<file path="src/rtl/dram_ref_pkg.sv">
package dram_ref_pkg;

  typedef enum logic [2:0] {
    ST_IDLE,
    ST_WAIT,
    ST_SETUP,
    ST_ACTIVE,
    ST_PRE
  } seq_state_e;

  // cycles in the power-up pause
  function automatic int unsigned pause_cycles(input int unsigned clk_mhz,
                                               input int unsigned pause_us);
    return clk_mhz * pause_us;
  endfunction

  // cycles between refresh ticks: the whole period spread over all rows
  function automatic int unsigned interval_cycles(input int unsigned clk_mhz,
                                                  input int unsigned period_ms,
                                                  input int unsigned rows);
    return (clk_mhz * period_ms * 1000) / rows;
  endfunction

  function automatic int unsigned max3(input int unsigned a,
                                       input int unsigned b,
                                       input int unsigned c);
    int unsigned m;
    m = (a > b) ? a : b;
    return (m > c) ? m : c;
  endfunction

endpackage

</file>
<file path="src/rtl/dram_ref_timer.sv">
module dram_ref_timer #(
  parameter int unsigned PAUSE_CYC    = 25000,
  parameter int unsigned INTERVAL_CYC = 1953
) (
  input  logic clk,
  input  logic rst_n,
  input  logic run,
  output logic pause_done,
  output logic tick
);
  localparam int PW = $clog2(PAUSE_CYC + 1);
  localparam int IW = $clog2(INTERVAL_CYC + 1);
  localparam logic [PW-1:0] PAUSE_LAST = PW'(PAUSE_CYC - 1);
  localparam logic [IW-1:0] IVL_LAST   = IW'(INTERVAL_CYC - 1);

  logic [PW-1:0] pause_cnt;
  logic [IW-1:0] ivl_cnt;

  always_ff @(posedge clk) begin
    if (!rst_n) begin
      pause_cnt  <= '0;
      pause_done <= 1'b0;
    end else if (!pause_done) begin
      if (pause_cnt == PAUSE_LAST) pause_done <= 1'b1;
      else                         pause_cnt  <= pause_cnt + 1'b1;
    end
  end

  always_ff @(posedge clk) begin
    if (!rst_n)     ivl_cnt <= '0;
    else if (run)   ivl_cnt <= (ivl_cnt == IVL_LAST) ? '0 : ivl_cnt + 1'b1;
  end

  assign tick = run && (ivl_cnt == IVL_LAST);

  // ticks never come back to back
  assert_tick_spacing_R6: assert property (@(posedge clk) disable iff (!rst_n)
    tick |=> !tick);

  // once the pause is over it is over for good
  assert_pause_sticky_R2: assert property (@(posedge clk) disable iff (!rst_n)
    pause_done |=> pause_done);

endmodule

</file>
<file path="src/rtl/dram_ref_backlog.sv">
module dram_ref_backlog #(
  parameter int unsigned BACKLOG_MAX = 8
) (
  input  logic clk,
  input  logic rst_n,
  input  logic tick,
  input  logic served,
  output logic owed_nz,
  output logic urgent
);
  localparam int BW = $clog2(BACKLOG_MAX + 1);
  localparam logic [BW-1:0] LIMIT = BW'(BACKLOG_MAX);

  logic [BW-1:0] owed;

  always_ff @(posedge clk) begin
    if (!rst_n) begin
      owed <= '0;
    end else begin
      case ({tick, served})
        2'b10:   if (owed != LIMIT) owed <= owed + 1'b1;
        2'b01:   if (owed != '0)    owed <= owed - 1'b1;
        default: owed <= owed;
      endcase
    end
  end

  assign owed_nz = (owed != '0);
  assign urgent  = (owed == LIMIT);

  // the count never exceeds its limit
  assert_backlog_cap_R7: assert property (@(posedge clk) disable iff (!rst_n)
    owed <= LIMIT);

  // a completed refresh always retires an owed one
  assert_served_has_debt_R7: assert property (@(posedge clk) disable iff (!rst_n)
    served |-> owed_nz);

  // a tick on a full backlog keeps it full
  assert_backlog_sat_R7: assert property (@(posedge clk) disable iff (!rst_n)
    (urgent && tick && !served) |=> urgent);

endmodule

</file>
<file path="src/rtl/dram_ref_fsm.sv">
module dram_ref_fsm
  import dram_ref_pkg::*;
#(
  parameter int unsigned T_CSR_CYC = 1,
  parameter int unsigned T_RAS_CYC = 8,
  parameter int unsigned T_RP_CYC  = 5,
  parameter int unsigned ROW_BITS  = 12
) (
  input  logic                clk,
  input  logic                rst_n,
  input  logic                need,
  input  logic                ras_only_mode,
  input  logic                ref_grant,
  output logic                ref_req,
  output logic                ref_own,
  output logic                ras_n,
  output logic                cas_n,
  output logic                we_n,
  output logic                addr_en,
  output logic [ROW_BITS-1:0] row_addr,
  output logic                cyc_done
);
  localparam int unsigned TMAX = max3(T_CSR_CYC, T_RAS_CYC, T_RP_CYC);
  localparam int CW = $clog2(TMAX + 1);
  localparam logic [CW-1:0] CSR_LOAD = CW'(T_CSR_CYC - 1);
  localparam logic [CW-1:0] RAS_LOAD = CW'(T_RAS_CYC - 1);
  localparam logic [CW-1:0] RP_LOAD  = CW'(T_RP_CYC - 1);

  seq_state_e          state;
  logic [CW-1:0]       cnt;
  logic                cyc_ro;
  logic [ROW_BITS-1:0] row_q;
  logic                cnt_zero;
  logic                in_setup, in_active, in_pre, busy, strobe_win;

  assign cnt_zero  = (cnt == '0);
  assign in_setup  = (state == ST_SETUP);
  assign in_active = (state == ST_ACTIVE);
  assign in_pre    = (state == ST_PRE);
  assign busy      = in_setup || in_active || in_pre;
  assign strobe_win = in_setup || in_active;

  always_ff @(posedge clk) begin
    if (!rst_n) begin
      state  <= ST_IDLE;
      cnt    <= '0;
      cyc_ro <= 1'b0;
    end else begin
      case (state)
        ST_IDLE:   if (need) state <= ST_WAIT;
        ST_WAIT:   if (ref_grant) begin
                     state  <= ST_SETUP;
                     cnt    <= CSR_LOAD;
                     cyc_ro <= ras_only_mode;
                   end
        ST_SETUP:  if (cnt_zero) begin
                     state <= ST_ACTIVE;
                     cnt   <= RAS_LOAD;
                   end else cnt <= cnt - 1'b1;
        ST_ACTIVE: if (cnt_zero) begin
                     state <= ST_PRE;
                     cnt   <= RP_LOAD;
                   end else cnt <= cnt - 1'b1;
        ST_PRE:    if (cnt_zero) state <= ST_IDLE;
                   else          cnt   <= cnt - 1'b1;
        default:   state <= ST_IDLE;
      endcase
    end
  end

  assign cyc_done = in_pre && cnt_zero;

  // row counter for RAS-only refresh, wraps naturally
  always_ff @(posedge clk) begin
    if (!rst_n)                 row_q <= '0;
    else if (cyc_done && cyc_ro) row_q <= row_q + 1'b1;
  end

  assign ref_req  = (state != ST_IDLE);
  assign ref_own  = busy && ref_grant;
  assign ras_n    = !(ref_own && in_active);
  assign cas_n    = !(ref_own && !cyc_ro && strobe_win);
  assign we_n     = 1'b1;
  assign addr_en  = ref_own && cyc_ro && strobe_win;
  assign row_addr = addr_en ? row_q : '0;

  // no strobe is driven low without the grant
  assert_strobes_need_grant_R8: assert property (@(posedge clk) disable iff (!rst_n)
    !ref_grant |-> (ras_n && cas_n));

  // the request is held until the precharge ends
  assert_req_hold_R8: assert property (@(posedge clk) disable iff (!rst_n)
    (ref_req && !cyc_done) |=> ref_req);

  // CAS was already low in the cycle before RAS fell
  assert_cbr_setup_R4: assert property (@(posedge clk) disable iff (!rst_n)
    ($fell(ras_n) && !cas_n) |-> $past(!cas_n));

  // CAS stays low past the RAS fall
  assert_cbr_hold_R4: assert property (@(posedge clk) disable iff (!rst_n)
    ($fell(ras_n) && !cas_n) |=> !cas_n);

  // a RAS-only cycle never pulls CAS
  assert_rasonly_cas_R9: assert property (@(posedge clk) disable iff (!rst_n)
    addr_en |-> cas_n);

  // the row address holds while it is valid
  assert_addr_stable_R9: assert property (@(posedge clk) disable iff (!rst_n)
    (addr_en && $past(addr_en)) |-> $stable(row_addr));

endmodule

</file>
<file path="src/rtl/dram_refresh_seq.sv">
module dram_refresh_seq
  import dram_ref_pkg::*;
#(
  parameter int unsigned CLK_MHZ       = 125,
  parameter int unsigned PAUSE_US      = 200,
  parameter int unsigned REF_ROWS      = 4096,
  parameter int unsigned REF_PERIOD_MS = 64,
  parameter int unsigned INIT_CYCLES   = 8,
  parameter int unsigned BACKLOG_MAX   = 8,
  parameter int unsigned ROW_BITS      = 12,
  parameter int unsigned T_CSR_CYC     = 1,
  parameter int unsigned T_RAS_CYC     = 8,
  parameter int unsigned T_RP_CYC      = 5
) (
  input  logic                clk,
  input  logic                rst_n,
  input  logic                ras_only_mode,
  input  logic                ref_grant,
  output logic                ref_req,
  output logic                ref_urgent,
  output logic                init_done,
  output logic                ref_own,
  output logic                ras_n,
  output logic                cas_n,
  output logic                we_n,
  output logic                addr_en,
  output logic [ROW_BITS-1:0] row_addr
);
  localparam int unsigned PAUSE_CYC    = pause_cycles(CLK_MHZ, PAUSE_US);
  localparam int unsigned INTERVAL_CYC = interval_cycles(CLK_MHZ, REF_PERIOD_MS, REF_ROWS);
  localparam int NW = $clog2(INIT_CYCLES + 1);
  localparam logic [NW-1:0] INIT_LAST = NW'(INIT_CYCLES);

  logic          pause_done, tick, owed_nz, cyc_done, need, served;
  logic [NW-1:0] init_cnt;

  dram_ref_timer #(
    .PAUSE_CYC    (PAUSE_CYC),
    .INTERVAL_CYC (INTERVAL_CYC)
  ) u_timer (
    .clk        (clk),
    .rst_n      (rst_n),
    .run        (init_done),
    .pause_done (pause_done),
    .tick       (tick)
  );

  assign served = cyc_done && init_done;

  dram_ref_backlog #(
    .BACKLOG_MAX (BACKLOG_MAX)
  ) u_backlog (
    .clk     (clk),
    .rst_n   (rst_n),
    .tick    (tick),
    .served  (served),
    .owed_nz (owed_nz),
    .urgent  (ref_urgent)
  );

  // initialization burst counter
  always_ff @(posedge clk) begin
    if (!rst_n)                    init_cnt <= '0;
    else if (cyc_done && !init_done) init_cnt <= init_cnt + 1'b1;
  end

  assign init_done = (init_cnt == INIT_LAST);
  assign need      = pause_done && (!init_done || owed_nz);

  dram_ref_fsm #(
    .T_CSR_CYC (T_CSR_CYC),
    .T_RAS_CYC (T_RAS_CYC),
    .T_RP_CYC  (T_RP_CYC),
    .ROW_BITS  (ROW_BITS)
  ) u_fsm (
    .clk           (clk),
    .rst_n         (rst_n),
    .need          (need),
    .ras_only_mode (ras_only_mode),
    .ref_grant     (ref_grant),
    .ref_req       (ref_req),
    .ref_own       (ref_own),
    .ras_n         (ras_n),
    .cas_n         (cas_n),
    .we_n          (we_n),
    .addr_en       (addr_en),
    .row_addr      (row_addr),
    .cyc_done      (cyc_done)
  );

  // the DRAM is left alone until the pause has run out
  assert_quiet_pause_R2: assert property (@(posedge clk) disable iff (!rst_n)
    !pause_done |-> (!ref_req && ras_n && cas_n));

  // initialization completes once and stays complete
  assert_init_sticky_R3: assert property (@(posedge clk) disable iff (!rst_n)
    init_done |=> init_done);

  // no interval tick is counted during initialization
  assert_no_tick_in_init_R3: assert property (@(posedge clk) disable iff (!rst_n)
    !init_done |-> !tick);

endmodule

</file>
<file path="config.mk">
export PLATFORM = sky130hd
export DESIGN_NAME = dram_refresh_seq
export DESIGN_NICKNAME = d
export VERILOG_FILES = /design/src/rtl/dram_ref_pkg.sv /design/src/rtl/dram_ref_timer.sv /design/src/rtl/dram_ref_backlog.sv /design/src/rtl/dram_ref_fsm.sv /design/src/rtl/dram_refresh_seq.sv
export SDC_FILE = /design/constraint.sdc
export NUM_CORES = 1
export LEC_CHECK = 0
export BUFFER_PORTS_ARGS = -buffer_cell sky130_fd_sc_hd__buf_2
export CORE_AREA = 2 2 95 97
export CTS_BUF_LIST = sky130_fd_sc_hd__clkbuf_16
export CTS_CLUSTER_DIAMETER = 100
export DETAILED_ROUTE_END_ITERATION = 7
export DIE_AREA = 0 0 97 99
export PLACE_DENSITY = 0.54
export SLEW_MARGIN = 20
export SYNTH_ARGS = -nofsm -noshare
export SYNTH_HDL_FRONTEND = slang
export SYNTH_SLANG_ARGS = --single-unit
export TNS_END_PERCENT = 5
</file>
<file path="constraint.sdc">
create_clock -name clk -period 3.1 [get_ports clk]
set_clock_uncertainty 0.1 [all_clocks]
set_input_delay 0.155 -clock clk [delete_from_list [all_inputs] [get_ports clk]]
set_output_delay 0.155 -clock clk [all_outputs]
set_load 0.03 [all_outputs]
</file>
======== After elaboration in Yosys (flattened, before gate mapping) ========
Cells that the tools add are included.
word-level totals
  register bits after elaboration ......... 55
  output and inout port bits .............. 20
cells by class
  equality and inequality tests ........... 19
  $add $sub $neg .......................... 7
  bitwise operators ....................... 2
  muxes and demuxes ....................... 18
  reduce and logical (&&, ||, !) cells .... 30
operators with widths
  kind                     count
  $mux W4                  6
  $pmux W4 S4              1
  $add A15 B1 Y15 const B  1
  $eq A15 B15 Y1 const B   1
  $mux W3                  5
  $pmux W3 S5              1
  $add A12 B1 Y12 const B  1
  $logic_and A1 B1 Y1      12
  $mux W12                 1
  $add A11 B1 Y11 const B  1
  $eq A11 B11 Y1 const B   1
  $mux W11                 1
  $add A4 B1 Y4 const B    2
  $eq A4 B4 Y1 const B     2
  $ne A2 B1 Y1 const B     4
  $ne A2 B2 Y1 const B     4
  $pmux W4 S2              1
  $reduce_bool A4 Y1       2
  $sub A4 B1 Y4 const B    2
  $eq A3 B2 Y1 const B     2
  $reduce_and A3 Y1        2
  $reduce_and A5 Y1        1
  $logic_not A1 Y1         4
  $logic_not A4 Y1         1
  12 further kinds         17

======== Logic depth before layout (Yosys ltp) ========
  depth in word-level cells ............... 7
  gate-level depth with buffers ........... 11

======== Cells and area by module ========
From an unflattened synthesis, not the netlist that was laid out.
unflattened totals
  cells, all modules ...................... 345
  area, all modules ....................... 2,975.4 sq um
modules (own cells, without submodules)
  module            instances  cells each  area an instance (sq um)  seq. area each (sq um)
  dram_ref_timer    1          144         1,277.5                   540.5
  dram_ref_fsm      1          142         1,163.6                   400.4
  dram_ref_backlog  1          33          302.8                     80.1
  dram_refresh_seq  1          26          231.5                     80.1

======== Worst setup path after synthesis ========
Ideal clock, no wire load.
  path kind ............................... flip-flop to flip-flop
  from .................................... reg u_timer.ivl_cnt[2]
  to ...................................... reg u_backlog.owed[2]
  setup time .............................. 0.072 ns
  slack ................................... 0.500 ns
  cell stages (with the launch flop) ...... 9
  data arrival time ....................... 2.428 ns
  period minus slack after synthesis ...... 2.600 ns
  cell sequence ........................... dfxtp_1 -> or4b_4 -> o31ai_4 -> nor2_1 -> xor2_1 -> ha_1 -> or4_1 -> a211oi_2 -> mux2i_1
between the ends
  longest elaborated chain between the ends .. 5
  elaborated cells between the ends (all ways) .. 9
  classes of those cells .................. 5 x eq/ne; 1 x mux; 3 x reduce/logical
RTL lines
  what                                            line                    text
  start: declaration                              dram_ref_timer.sv:17    logic [IW-1:0] ivl_cnt;
  start signal: assignment                        dram_ref_timer.sv:31    else if (run) ivl_cnt <= (ivl_cnt == IVL_LAST) ? '0 : ivl_cnt + 1'b1;
  $eq A11 B11 Y1 (*)                              dram_ref_timer.sv:34    assign tick = run && (ivl_cnt == IVL_LAST);
  $logic_and A1 B1 Y1 (*)                         dram_ref_timer.sv:34
  $eq A2 B2 Y1 or $eq A2 B1 Y1 (tied branches)    dram_ref_backlog.sv:20  case ({tick, served})
  $ne A2 B1 Y1 (no line) (tied with other cells)  --
  $reduce_and A3 Y1 (no line)                     --
  end signal: assignment                          dram_ref_backlog.sv:21  2'b10: if (owed != LIMIT) owed <= owed + 1'b1;
  end signal: assignment                          dram_ref_backlog.sv:22  2'b01: if (owed != '0) owed <= owed - 1'b1;
  end signal: assignment                          dram_ref_backlog.sv:23  default: owed <= owed;
  end: declaration                                dram_ref_backlog.sv:14  logic [BW-1:0] owed;
Every way passes the cells marked *; elsewhere a longest branch is shown, timed or not.
A chain may end at the register's enable or synchronous reset.

======== Final worst setup path ========
  from .................................... reg u_timer.ivl_cnt[0]
  to ...................................... reg u_backlog.owed[2]
The elaborated chain is that of the path after synthesis.

==> impl_metrics.ini <==
[run_status]
outcome = finished clean

[finish]
mostFrequentLayoutCell = dfxtp_1
area_growth_pct = 12.6
final_cell_mix = 55 x dfxtp_1, 45 x nor2_1, 29 x nand2_1
drive_gt1_share_pct = 14.6
final-instance-count-excl-fill = 478
antennaDiodeCount = 0
fin_area_um2 = 3290
fin_nets = 381
num-fill-cells = 894

[floorplanning]
initial_core_util_pct = 34.2
core_um2 = 8550
io_pins = 24
die_h_um = 99
fp-row-count = 34
dieArea_um2 = 9600
die_w_um = 97

[global_route]
use_met2_pct = 20.7
grt_pass1_wl_um = 10200
use_met1_pct = 16.8
met3_usage_pct = 2.62
antenna_found_initial = 0
grt_overflow_total = 0
busiest_layer = met2
grt_max_degree = 34
gr-usage-all-layers_pct = 12.7
grt_pass1_vias = 2198

[run]
maxCapViolCount = 0

[timing]
fmax_mhz = 361
hold_viol = 0
rsz0062_at_grt = false
max_slew_margin_pct = 52.6
setup_viol = 0
period_needed_ns = 2.77
tns_ns = 0
period_share_pct = 89.5
slew_viol_final = 0
worstMarginPinSlew_ns = 0.701

[power]
p_int_mw = 1.02
sequentialPowerShare_pct = 54.6
power.leakage_nw = 1.16
switching_share_pct = 22.0
max-vdd-ir-drop_uv = 268
p_sw_mw = 0.288
design_power_total_mw = 1.31
power.share.combinational_pct = 2.1
power_density_nw_per_um2 = 398
power_frac_clock_pct = 43.3

[synth]
synth.largest_area_cell = dfxtp_1
syn-mean-instance-area_um2 = 8.42
synth_compound_area_share_pct = 11.4
synth_simple_gate_area_share_pct = 31.7
synth_top_family_by_area = simple AND/OR/NAND/NOR gates
synth_enable_flop_cells = 0
synth.area.mux_share_pct = 1.37
ys_seq_area_share_pct = 37.7
postSynthNetCount = 359
synth_fa_ha_area_share_pct = 3.43
yosys_warnings = 0
syn_area_um2 = 2920
synth.distinct_cells = 60
synth_cells = 347
synth_xor_area_share_pct = 9.30
synth_ff_type = dfxtp_1
synth_top_area_share_pct = 37.7
synth_area_leaders = dfxtp_1 38%, nor2_1 5.8%, xnor2_1 5.4%
synthArstFlopShare_pct = 0
synth_seq_cells = 55

[min_path]
hold_class = input port to flop
worstHoldPathCells = 3
whs_endpoint = u_fsm.cyc_ro
hold_start = ras_only_mode

[routing]
vias_per_cell = 4.98
wire_per_inst_um = 12.3
drtIter0Drc = 80
drc = 0
drtPass1Iterations = 4
ant_nets = 0
routed_wl_um = 5870
vias = 2379

[critical_path]
start_kind = flop
crit_type = flop to flop
crit_fanout = 6
reg2reg_to = u_backlog.owed[2]
endpoint_kind = flop
critPathArrivalTime_ns = 2.90
worst-r2r-setup-slack_ns = 0.33
rr_startpoint = u_timer.ivl_cnt[0]
r2r_cells = 10
required_ns = 3.23

[clock_network]
clockRootBuffer = clkbuf_16
clkSinkCount = 55
postCtsHoldBufs = 0
post-cts-setup-buffers = 0
cts_buffers = 5
cts.htree.levels = 2
cts_tree = done
clk_pin_slew_ns = 0.08
cts_max_path_buffers = 2
clock_latency_ns = 0.29
cts_resized = 0

[placement]
placed_cells = 470
gp_congestion = 0.833
place_area_um2 = 3140
hpwl_um = 4190
io_buffers = 22
[worst max-delay path by stage]
stage | start | to | slack, ns
2_1_floorplan | u_timer.ivl_cnt[2] | u_backlog.owed[2] | 0.50
3_3_place_gp | u_timer.ivl_cnt[2] | u_backlog.owed[2] | 0.42
3_5_place_dp | u_timer.ivl_cnt[0] | u_backlog.owed[2] | 0.34
4_1_cts | u_timer.ivl_cnt[0] | u_backlog.owed[2] | 0.31
5_1_grt | u_timer.ivl_cnt[0] | u_backlog.owed[2] | 0.13
6_report | u_timer.ivl_cnt[0] | u_backlog.owed[2] | 0.33
[critical path, stage by stage, from the launching register on]
cell and delay [ns]:
dfxtp_1 0.37, inv_1 0.08, ha_1 0.15, nand4b_1 0.25, o31ai_4 0.38, nor2_1 0.09
xor2_1 0.15, ha_1 0.22, or4_1 0.51, a211oi_2 0.21, mux2i_1 0.20
[cell type report]
cell class              count  area (µm²)  area share [%]
multi-input cells         260        1680            50.9
clock buffers               5         125            3.80
flip-flops and latches     55        1100            33.5
repair buffers             29         163            4.94
well taps                 108         135            4.11
inverters                  18        67.6            2.05
clock inverters             3        22.5           0.685
[cell usage after synthesis (3+ instances only)]
master	n
xor2_1	13
nor2_1	45
nor3_1	11
inv_1	17
a31oi_1	3
o21ai_0	10
mux2i_1	4
and2_1	14
nand2_1	29
clkbuf_1	8
or3_1	11
ha_1	8
and3_1	3
nand4_1	10
nand3b_1	4
dfxtp_1	55
a21oi_1	20
nand3_1	12
nor4_1	3
xnor2_1	18
[cells by family (layout without fill, tap and decap cells)]
group / after synthesis / in the layout
adders and majority gates: 8 / 8
buffers and inverters: 32 / 55
muxes: 4 / 4
AOI/OAI and AO/OA: 48 / 48
xor gates and xnor gates: 31 / 31
and+or+nand+nor: 168 / 168
other: 1 / 1
DFF: 55 / 55
[per-stage QoR]
stage	utilization, %	setup WS, ns	hold WS (ns)
global route	38.5	0.125	0.00797
floorplan	-	0.500	0.191
CTS	38.5	0.306	0.0111
detailed placement	36.7	0.341	0.320
finish	38.5	0.326	0.0143
global placement	36.7	0.425	0.299
[layer usage]
layer | vias up | routed length (µm)
met5 | - | 0
met2 | 35 | 2620
met1 | 1098 | 2950
met3 | 4 | 227
li1 | 1242 | -
met4 | 0 | 64
[sequential cells by signal, summed over array words and instances, names as in the netlist]
register	cells
u_timer.ivl_cnt	11
u_timer.pause_cnt	15
u_fsm.cyc_ro	1
u_fsm.cnt	4
init_cnt	4
u_fsm.row_q	12
u_fsm.state	3
u_timer.pause_done	1
u_backlog.owed	4
[power by group through the flow]
stage | clock [mW] | combinational [mW] | sequential, mW
floorplan | 0 | 0.0199 | 0.729
global placement | 0 | 0.0282 | 0.730
detailed placement | 0 | 0.0286 | 0.730
CTS | 0.589 | 0.0291 | 0.714
global route | 0.614 | 0.0323 | 0.714
finish | 0.566 | 0.0281 | 0.714
No activity file was read; power rests on OpenSTA's default activity.
